File: src/rtl/spi_cmd_pkg.sv
package spi_cmd_pkg;
  localparam int FIFO_DEPTH = 64;
  localparam int CNT_W      = 8;
  localparam int PTR_W      = $clog2(FIFO_DEPTH);

  localparam logic [7:0] EXEC_CODE = 8'hA5;

  // register offsets above the buffer window
  localparam int OFS_OPCODE = 0;
  localparam int OFS_TXCNT  = 1;
  localparam int OFS_RXCNT  = 2;
  localparam int OFS_TRIG   = 3;
  localparam int OFS_STAT   = 4;
  localparam int OFS_DIV    = 5;

  typedef struct packed {
    logic             start;
    logic             setErr;
    logic             loadOp;
    logic             loadFifo;
    logic             loadFill;
    logic             rise;
    logic             fall;
    logic             store;
    logic             csRelease;
    logic [PTR_W-1:0] rdPtr;
    logic [PTR_W-1:0] wrPtr;
  } engStb_t;
endpackage

File: src/rtl/spi_cmd_ctrl.sv
module spi_cmd_ctrl
  import spi_cmd_pkg::*;
(
  input  logic             clk,
  input  logic             rstN,
  input  logic             trigReq,
  input  logic [CNT_W-1:0] txCnt,
  input  logic [CNT_W-1:0] rxCnt,
  input  logic [CNT_W-1:0] halfDiv,
  output logic             busy,
  output engStb_t          stb
);
  localparam int SUM_W = CNT_W + 1;
  localparam int GAP_W = CNT_W + 2;

  typedef enum logic [1:0] {S_IDLE, S_LOW, S_HIGH, S_GAP} state_t;

  state_t           state;
  logic [CNT_W-1:0] halfCnt;
  logic [2:0]       bitCnt;
  logic [SUM_W-1:0] byteIdx;
  logic [GAP_W-1:0] gapCnt;

  logic [SUM_W-1:0] xferSum;
  logic [SUM_W-1:0] nextIdx;
  logic [PTR_W-1:0] idxLow;
  logic             overLimit;
  logic             halfDone;
  logic             gapDone;
  logic             lastBit;
  logic             lastByte;
  logic             rxByte;

  assign xferSum   = {1'b0, txCnt} + {1'b0, rxCnt};
  assign overLimit = xferSum > SUM_W'(FIFO_DEPTH);
  assign nextIdx   = byteIdx + SUM_W'(1);
  assign idxLow    = byteIdx[PTR_W-1:0];
  assign halfDone  = halfCnt == (halfDiv - CNT_W'(1));
  assign gapDone   = gapCnt == ({halfDiv, 2'b00} - GAP_W'(1));
  assign lastBit   = bitCnt == 3'd7;
  assign lastByte  = byteIdx == xferSum;
  assign rxByte    = byteIdx > {1'b0, txCnt};
  assign busy      = state != S_IDLE;

  always_comb begin
    stb       = '0;
    stb.rdPtr = idxLow;
    stb.wrPtr = idxLow - PTR_W'(1);
    unique case (state)
      S_IDLE: begin
        if (trigReq) begin
          if (overLimit) stb.setErr = 1'b1;
          else begin
            stb.start  = 1'b1;
            stb.loadOp = 1'b1;
          end
        end
      end
      S_LOW: stb.rise = halfDone;
      S_HIGH: begin
        if (halfDone) begin
          stb.fall = 1'b1;
          if (lastBit) begin
            stb.store = rxByte;
            if (lastByte) stb.csRelease = 1'b1;
            else if (nextIdx <= {1'b0, txCnt}) stb.loadFifo = 1'b1;
            else stb.loadFill = 1'b1;
          end
        end
      end
      default: ;
    endcase
  end

  always_ff @(posedge clk or negedge rstN) begin
    if (!rstN) begin
      state   <= S_IDLE;
      halfCnt <= '0;
      bitCnt  <= '0;
      byteIdx <= '0;
      gapCnt  <= '0;
    end else begin
      unique case (state)
        S_IDLE: begin
          if (stb.start) begin
            state   <= S_LOW;
            halfCnt <= '0;
            bitCnt  <= '0;
            byteIdx <= '0;
          end
        end
        S_LOW: begin
          if (halfDone) begin
            halfCnt <= '0;
            state   <= S_HIGH;
          end else halfCnt <= halfCnt + CNT_W'(1);
        end
        S_HIGH: begin
          if (halfDone) begin
            halfCnt <= '0;
            bitCnt  <= bitCnt + 3'd1;
            if (lastBit && lastByte) begin
              state  <= S_GAP;
              gapCnt <= '0;
            end else begin
              state <= S_LOW;
              if (lastBit) byteIdx <= nextIdx;
            end
          end else halfCnt <= halfCnt + CNT_W'(1);
        end
        S_GAP: begin
          if (gapDone) state <= S_IDLE;
          else gapCnt <= gapCnt + GAP_W'(1);
        end
        default: state <= S_IDLE;
      endcase
    end
  end

  AST_NO_OVERFLOW: assert property (@(posedge clk) disable iff (!rstN)
    busy |-> (xferSum <= SUM_W'(FIFO_DEPTH)));
  AST_STORE_BEHIND_TX: assert property (@(posedge clk) disable iff (!rstN)
    stb.store |-> ({1'b0, stb.wrPtr} >= txCnt));
  AST_TRIG_WHILE_BUSY: assert property (@(posedge clk) disable iff (!rstN)
    busy |-> !stb.start);
endmodule

File: src/rtl/spi_cmd_dp.sv
module spi_cmd_dp
  import spi_cmd_pkg::*;
#(
  parameter int ADDR_W = 8
) (
  input  logic              clk,
  input  logic              rstN,
  input  logic              busWr,
  input  logic [ADDR_W-1:0] busAddr,
  input  logic [7:0]        busWdata,
  output logic [7:0]        busRdata,
  input  logic              busy,
  input  engStb_t           stb,
  output logic              trigReq,
  output logic [CNT_W-1:0]  txCnt,
  output logic [CNT_W-1:0]  rxCnt,
  output logic [CNT_W-1:0]  halfDiv,
  output logic              spiSclk,
  output logic              spiCsN,
  output logic              spiMosi,
  input  logic              spiMiso
);
  localparam logic [ADDR_W-1:0] BASE = ADDR_W'(FIFO_DEPTH);

  logic [7:0]       fifoMem [FIFO_DEPTH];
  logic [7:0]       opReg;
  logic [CNT_W-1:0] divReg;
  logic             errFlag;
  logic [7:0]       shReg;
  logic [7:0]       shiftNext;
  logic             misoBit;
  logic             sclkR;
  logic             csNR;
  logic             isFifo;
  logic [ADDR_W-1:0] regSel;
  logic             cfgWr;

  assign isFifo    = busAddr < BASE;
  assign regSel    = busAddr - BASE;
  assign cfgWr     = busWr && !busy;
  assign trigReq   = busWr && !isFifo && (regSel == ADDR_W'(OFS_TRIG)) && (busWdata == EXEC_CODE);
  assign halfDiv   = (divReg == '0) ? CNT_W'(1) : divReg;
  assign shiftNext = {shReg[6:0], misoBit};
  assign spiSclk   = sclkR;
  assign spiCsN    = csNR;
  assign spiMosi   = shReg[7];

  always_ff @(posedge clk) begin
    if (stb.store) fifoMem[stb.wrPtr] <= shiftNext;
    else if (cfgWr && isFifo) fifoMem[busAddr[PTR_W-1:0]] <= busWdata;
  end

  always_ff @(posedge clk or negedge rstN) begin
    if (!rstN) begin
      opReg  <= '0;
      txCnt  <= '0;
      rxCnt  <= '0;
      divReg <= CNT_W'(2);
    end else if (cfgWr && !isFifo) begin
      if (regSel == ADDR_W'(OFS_OPCODE)) opReg  <= busWdata;
      if (regSel == ADDR_W'(OFS_TXCNT))  txCnt  <= busWdata;
      if (regSel == ADDR_W'(OFS_RXCNT))  rxCnt  <= busWdata;
      if (regSel == ADDR_W'(OFS_DIV))    divReg <= busWdata;
    end
  end

  always_ff @(posedge clk or negedge rstN) begin
    if (!rstN) begin
      errFlag <= 1'b0;
      shReg   <= '0;
      misoBit <= 1'b0;
      sclkR   <= 1'b0;
      csNR    <= 1'b1;
    end else begin
      if (stb.setErr) errFlag <= 1'b1;
      else if (stb.start) errFlag <= 1'b0;
      if (stb.loadOp) shReg <= opReg;
      else if (stb.loadFifo) shReg <= fifoMem[stb.rdPtr];
      else if (stb.loadFill) shReg <= 8'hFF;
      else if (stb.fall) shReg <= shiftNext;
      if (stb.rise) begin
        sclkR   <= 1'b1;
        misoBit <= spiMiso;
      end else if (stb.fall) sclkR <= 1'b0;
      if (stb.start) csNR <= 1'b0;
      else if (stb.csRelease) csNR <= 1'b1;
    end
  end

  always_comb begin
    busRdata = 8'h00;
    if (isFifo) busRdata = fifoMem[busAddr[PTR_W-1:0]];
    else if (regSel == ADDR_W'(OFS_OPCODE)) busRdata = opReg;
    else if (regSel == ADDR_W'(OFS_TXCNT))  busRdata = txCnt;
    else if (regSel == ADDR_W'(OFS_RXCNT))  busRdata = rxCnt;
    else if (regSel == ADDR_W'(OFS_STAT))   busRdata = {6'b0, errFlag, busy};
    else if (regSel == ADDR_W'(OFS_DIV))    busRdata = divReg;
  end

  AST_SCLK_IDLE_LOW: assert property (@(posedge clk) disable iff (!rstN)
    csNR |-> !sclkR);
  AST_MOSI_HOLD_HIGH: assert property (@(posedge clk) disable iff (!rstN)
    (sclkR && $past(sclkR)) |-> $stable(spiMosi));
  AST_CFG_LOCKED: assert property (@(posedge clk) disable iff (!rstN)
    (busy && $past(busy)) |-> ($stable(txCnt) && $stable(rxCnt) && $stable(opReg) && $stable(divReg)));
endmodule

File: src/rtl/spi_cmd_engine.sv
module spi_cmd_engine
  import spi_cmd_pkg::*;
#(
  parameter int ADDR_W = 8
) (
  input  logic              clk,
  input  logic              rstN,
  input  logic              busWr,
  input  logic [ADDR_W-1:0] busAddr,
  input  logic [7:0]        busWdata,
  output logic [7:0]        busRdata,
  output logic              spiSclk,
  output logic              spiCsN,
  output logic              spiMosi,
  input  logic              spiMiso
);
  engStb_t          stb;
  logic             busy;
  logic             trigReq;
  logic [CNT_W-1:0] txCnt;
  logic [CNT_W-1:0] rxCnt;
  logic [CNT_W-1:0] halfDiv;

  spi_cmd_ctrl u_ctrl (
    .clk     (clk),
    .rstN    (rstN),
    .trigReq (trigReq),
    .txCnt   (txCnt),
    .rxCnt   (rxCnt),
    .halfDiv (halfDiv),
    .busy    (busy),
    .stb     (stb)
  );

  spi_cmd_dp #(.ADDR_W(ADDR_W)) u_dp (
    .clk      (clk),
    .rstN     (rstN),
    .busWr    (busWr),
    .busAddr  (busAddr),
    .busWdata (busWdata),
    .busRdata (busRdata),
    .busy     (busy),
    .stb      (stb),
    .trigReq  (trigReq),
    .txCnt    (txCnt),
    .rxCnt    (rxCnt),
    .halfDiv  (halfDiv),
    .spiSclk  (spiSclk),
    .spiCsN   (spiCsN),
    .spiMosi  (spiMosi),
    .spiMiso  (spiMiso)
  );

  AST_CS_MEANS_BUSY: assert property (@(posedge clk) disable iff (!rstN)
    !spiCsN |-> busy);
endmodule

File: config.mk
export PLATFORM = sky130hd
export DESIGN_NAME = spi_cmd_engine
export DESIGN_NICKNAME = d
export VERILOG_FILES = /design/src/rtl/spi_cmd_pkg.sv /design/src/rtl/spi_cmd_ctrl.sv /design/src/rtl/spi_cmd_dp.sv /design/src/rtl/spi_cmd_engine.sv
export SDC_FILE = /design/constraint.sdc
export NUM_CORES = 1
export LEC_CHECK = 0
export BUFFER_PORTS_ARGS = -buffer_cell sky130_fd_sc_hd__buf_2
export CAP_MARGIN = 15
export CORE_AREA = 2 2 263 265
export CTS_CLUSTER_DIAMETER = 50
export DETAILED_ROUTE_END_ITERATION = 8
export DIE_AREA = 0 0 265 267
export HOLD_SLACK_MARGIN = 0.02
export PLACE_DENSITY = 0.71
export SETUP_SLACK_MARGIN = 0.3
export SLEW_MARGIN = 10
export SYNTH_ARGS = -nofsm -noshare
export SYNTH_HDL_FRONTEND = slang
export SYNTH_SLANG_ARGS = --single-unit
File: constraint.sdc
create_clock -name clk -period 4.4 [get_ports clk]
set_input_delay 0.88 -clock clk [delete_from_list [all_inputs] [get_ports clk]]
set_output_delay 0.88 -clock clk [all_outputs]
set_load 0.02 [all_outputs]
==> flow_metrics.py <==
metrics = {
    "power_and_ir_drop": {
        "peakVddDrop_v": 0.000276,
        "p_leak_uw": 0.0119,
        "power_density_nw_per_um2": 424,
    },
    "die": {
        "rows": 96,
        "core_area_um2": 68000,
        "die_h_um": 267,
        "start_util_pct": 44.5,
        "ios": 31,
        "die-area_um2": 70800,
        "dieWidth_um": 265,
    },
    "final_layout": {
        "stdcell_count": 3005,
        "final_cell_area_um2": 35700,
        "syn2layout_area_growth_pct": 18.1,
        "drive_above_1_share_pct": 34.3,
        "nets": 2130,
        "finish.utilization_pct": 52.6,
    },
    "yosys": {
        "synthArstFlopShare_pct": 12.9,
        "syn_nets": 1984,
        "synthCells": 1928,
        "ys_seq_area_share_pct": 57.1,
        "netlist_area_um2": 30200,
        "synth_seq_cells": 588,
        "ys.flop_type": "edfxtp_1",
        "yosys_warnings": 0,
        "synth.avg_cell_area_um2": 15.7,
        "yosysUniqueCellTypes": 93,
        "synth_edf_count": 512,
    },
    "clock_tree": {
        "cts_hold_buffers": 0,
        "clk_latency_ns": 0.61,
        "clockBufferDepth": 3,
        "cts_sinks": 588,
        "cts_max_level": 3,
        "clk_pin_slew_ns": 0.06,
        "clockRootBuffer": "clkbuf_16",
        "cts_tree": "done",
        "cts_buffers": 70,
    },
    "sta": {
        "setup_viol": 0,
        "hold_slack_ns": 0.437,
        "drv_slew": 0,
        "grt_setup_unrepaired": "yes",
        "worst_slew_pin_slew_ns": 1.24,
        "finalCritPeriodShare_pct": 95.0,
        "finClkSkew_ns": 0.0212,
        "slew_headroom_pct": 17.3,
        "fin_crit_ns": 4.18,
        "hold_viol": 0,
        "fin_tns_setup_ns": 0,
        "fmax_mhz": 239,
    },
    "global_routing": {
        "antenna_found_initial": 4,
        "grt_remaining_overflow": 0,
        "grtUsageTotal_pct": 27.3,
        "grt_max_degree": 92,
        "grt_first_pass_wirelength_um": 140000,
        "grt_pass1_vias": 20242,
    },
    "critical_path": {
        "required_ns": 3.52,
        "regToRegSetupSlack_ns": 0.42,
        "worstSetupEndpointType": "output pin",
        "cp_max_fo": 7,
        "crit_chain": "clkbuf_16 -> buf_12 -> buf_4 -> mux4_2 -> mux4_2 -> mux4_2 -> nand2_2 -> nand3_2 -> buf_6",
        "cp_slowest_cell": "mux4_2",
        "critPathBufInv": 4,
        "cp_top_family": "multiplexers",
        "cp.arrival_ns": 3.30,
        "worstSetupPathType": "in2out",
        "critPathLaunchType": "primary input",
        "cp_common_cell": "mux4_2",
        "endpoint": "busRdata[7]",
        "reg2reg_depth": 11,
        "slowest_delay_ns": 0.56,
        "r2r-start": "u_dp.txCnt[0]",
        "cp-startpoint": "busAddr[0]",
        "r2r_end": "u_ctrl.byteIdx[3]",
        "path_depth": 9,
    },
    "placed_design": {
        "hpwlAfterDp_um": 65200,
        "dp_cells": 2861,
        "place_congestion": 0.985,
        "post_dp_cell_area_um2": 32500,
        "io_buffers": 30,
    },
    "routing": {
        "drc": 0,
        "ant_nets": 0,
        "drt_iter0_markers": 2897,
        "via_per_inst": 6.87,
        "num_vias": 20644,
        "firstDrtPassIters": 6,
        "routed_wl_um": 96700,
        "routedWlPerCell_um": 32.2,
    },
    "status": {
        "outcome": "finished clean",
    },
    "run": {
        "maxCapViolations": 0,
    },
    "hold_path": {
        "hp-class": "in2async",
    },
}
[through the flow]
| step | power (uW) | setup slack (ns) |
|---|---|---|
| final | 15200 | 0.221 |
| after global routing | 15600 | 0.215 |
| after CTS | 15000 | 0.141 |
| after detailed placement | 9270 | -0.0406 |
| after global placement | 9190 | -0.0146 |
| after floorplan | 8150 | 0.369 |
[cell usage in the layout, fill, tap and decap left out, drive strengths merged, types with 9 or more instances in the layout]
master / count
nor3b: 11
nand4: 27
a2111oi: 10
clkinv: 20
a221oi: 32
nand3: 33
inv: 40
xnor2: 17
o211ai: 9
xor2: 16
a22oi: 40
dfrtp: 74
mux2: 37
a22o: 21
o21ai: 77
a21oi: 40
nor2: 126
nand2: 90
buf: 203
nor3: 21
and3: 11
nand2b: 17
mux2i: 86
mux4: 264
clkbuf: 88
a31oi: 15
or3: 11
ha: 35
nor2b: 10
edfxtp: 512
[cells by family after synthesis]
group / Yosys count / share of synthesized area [%]
DFF: 588 / 57.1
and+or+nand+nor: 404 / 6.69
xor gates and xnor gates: 33 / 0.956
buffers and inverters: 167 / 2.32
AOI/OAI and AO/OA: 313 / 7.44
muxes: 387 / 24.0
adders and majority gates: 36 / 1.51
[what timing repair did]
| action | 4_1_cts | 5_1_grt |
|---|---|---|
| resized for setup | 76 | 73 |
| buffers inserted | 5 | 7 |
| endpoints found under the setup margin | 370 | 534 |
| cloned | 10 | 1 |
| pin swaps | 6 | 2 |
[metal layers]
metal  GRT usage (%)  wire (um)  part of all wire, %
met5               0         26                0.027
met4            13.2       5390                  5.6
met3            6.78      10600                   11
met2            44.6      46500                   48
met1            34.2      34200                   35
[sequential cells by signal, summed over array words and instances (netlist names)]
register and flops:
u_ctrl.byteIdx 9, u_dp.spiSclk 1, u_dp.txCnt 8, u_ctrl.gapCnt 10
u_dp.errFlag 1, u_dp.divReg 8, u_ctrl.halfCnt 8, u_dp.rxCnt 8
u_dp.misoBit 1, u_dp.shReg 8, u_dp.opReg 8, u_ctrl.state 2
u_dp.fifoMem 512, u_dp.spiCsN 1, u_ctrl.bitCnt 3
[cell type report]
type,count,area (um2)
timing repair buffer,208,2290
fill,5301,32300
sequential,588,17300
clock buffer,84,1870
tap,882,1100
multi-input combinational,1173,12700
inverter,33,124
clock inverter,35,352
antenna,2,5.00
[worst min path at each step]
stage / from / to / slack, ns / cells past startpoint
final: rstN / u_ctrl.byteIdx[5] / 0.44 / 1
after global routing: u_dp.spiCsN / u_dp.spiCsN / 0.51 / 2
after CTS: rstN / u_dp.shReg[1] / 0.46 / 1
after detailed placement: u_dp.spiCsN / u_dp.spiCsN / 0.47 / 2
after global placement: u_dp.spiCsN / u_dp.spiCsN / 0.47 / 2
after floorplan: u_dp.errFlag / u_dp.errFlag / 0.47 / 2
[cell usage after synthesis (all sizes together), types with 4 or more instances]
cell       n  area [um2]
a2111oi   10         111
a211o      6        52.6
a211oi     8        70.1
a21o       5        45.0
a21oi     40         208
a221oi    32         280
a22o      21         184
a22oi     40         305
a31oi     15        93.8
and2       6        37.5
and2b      4        30.0
and3      11        68.8
buf       55         280
clkbuf    79         297
dfrtp     74        1850
edfxtp   512       15400
ha        35         438
inv       33         124
mux2      37         417
mux2i     86         885
mux4     264        5950
nand2     90         338
nand2b    17         106
nand3     33         170
nand4     27         169
nor2     126         475
nor2b     10        62.6
nor3      21         110
nor3b     11        82.6
nor4       7        50.1
o2111ai    4        35.0
o211ai     9        67.6
o21ai     77         385
o221ai     5        43.8
o22ai      7        50.1
o31ai      5        42.5
or2        5        31.3
or3       11        68.8
or4        4        30.0
xnor2     17         149
xor2      16         140
[power breakdown]
| group | internal (uW) | switching, uW | leakage (uW) |
|---|---|---|---|
| clock network | 3290 | 2350 | 0.00107 |
| logic | 1180 | 2010 | 0.00519 |
| registers | 6210 | 115 | 0.00567 |
| total | 10700 | 4470 | 0.0119 |
Note: power is estimated with default switching activity, not from simulation.
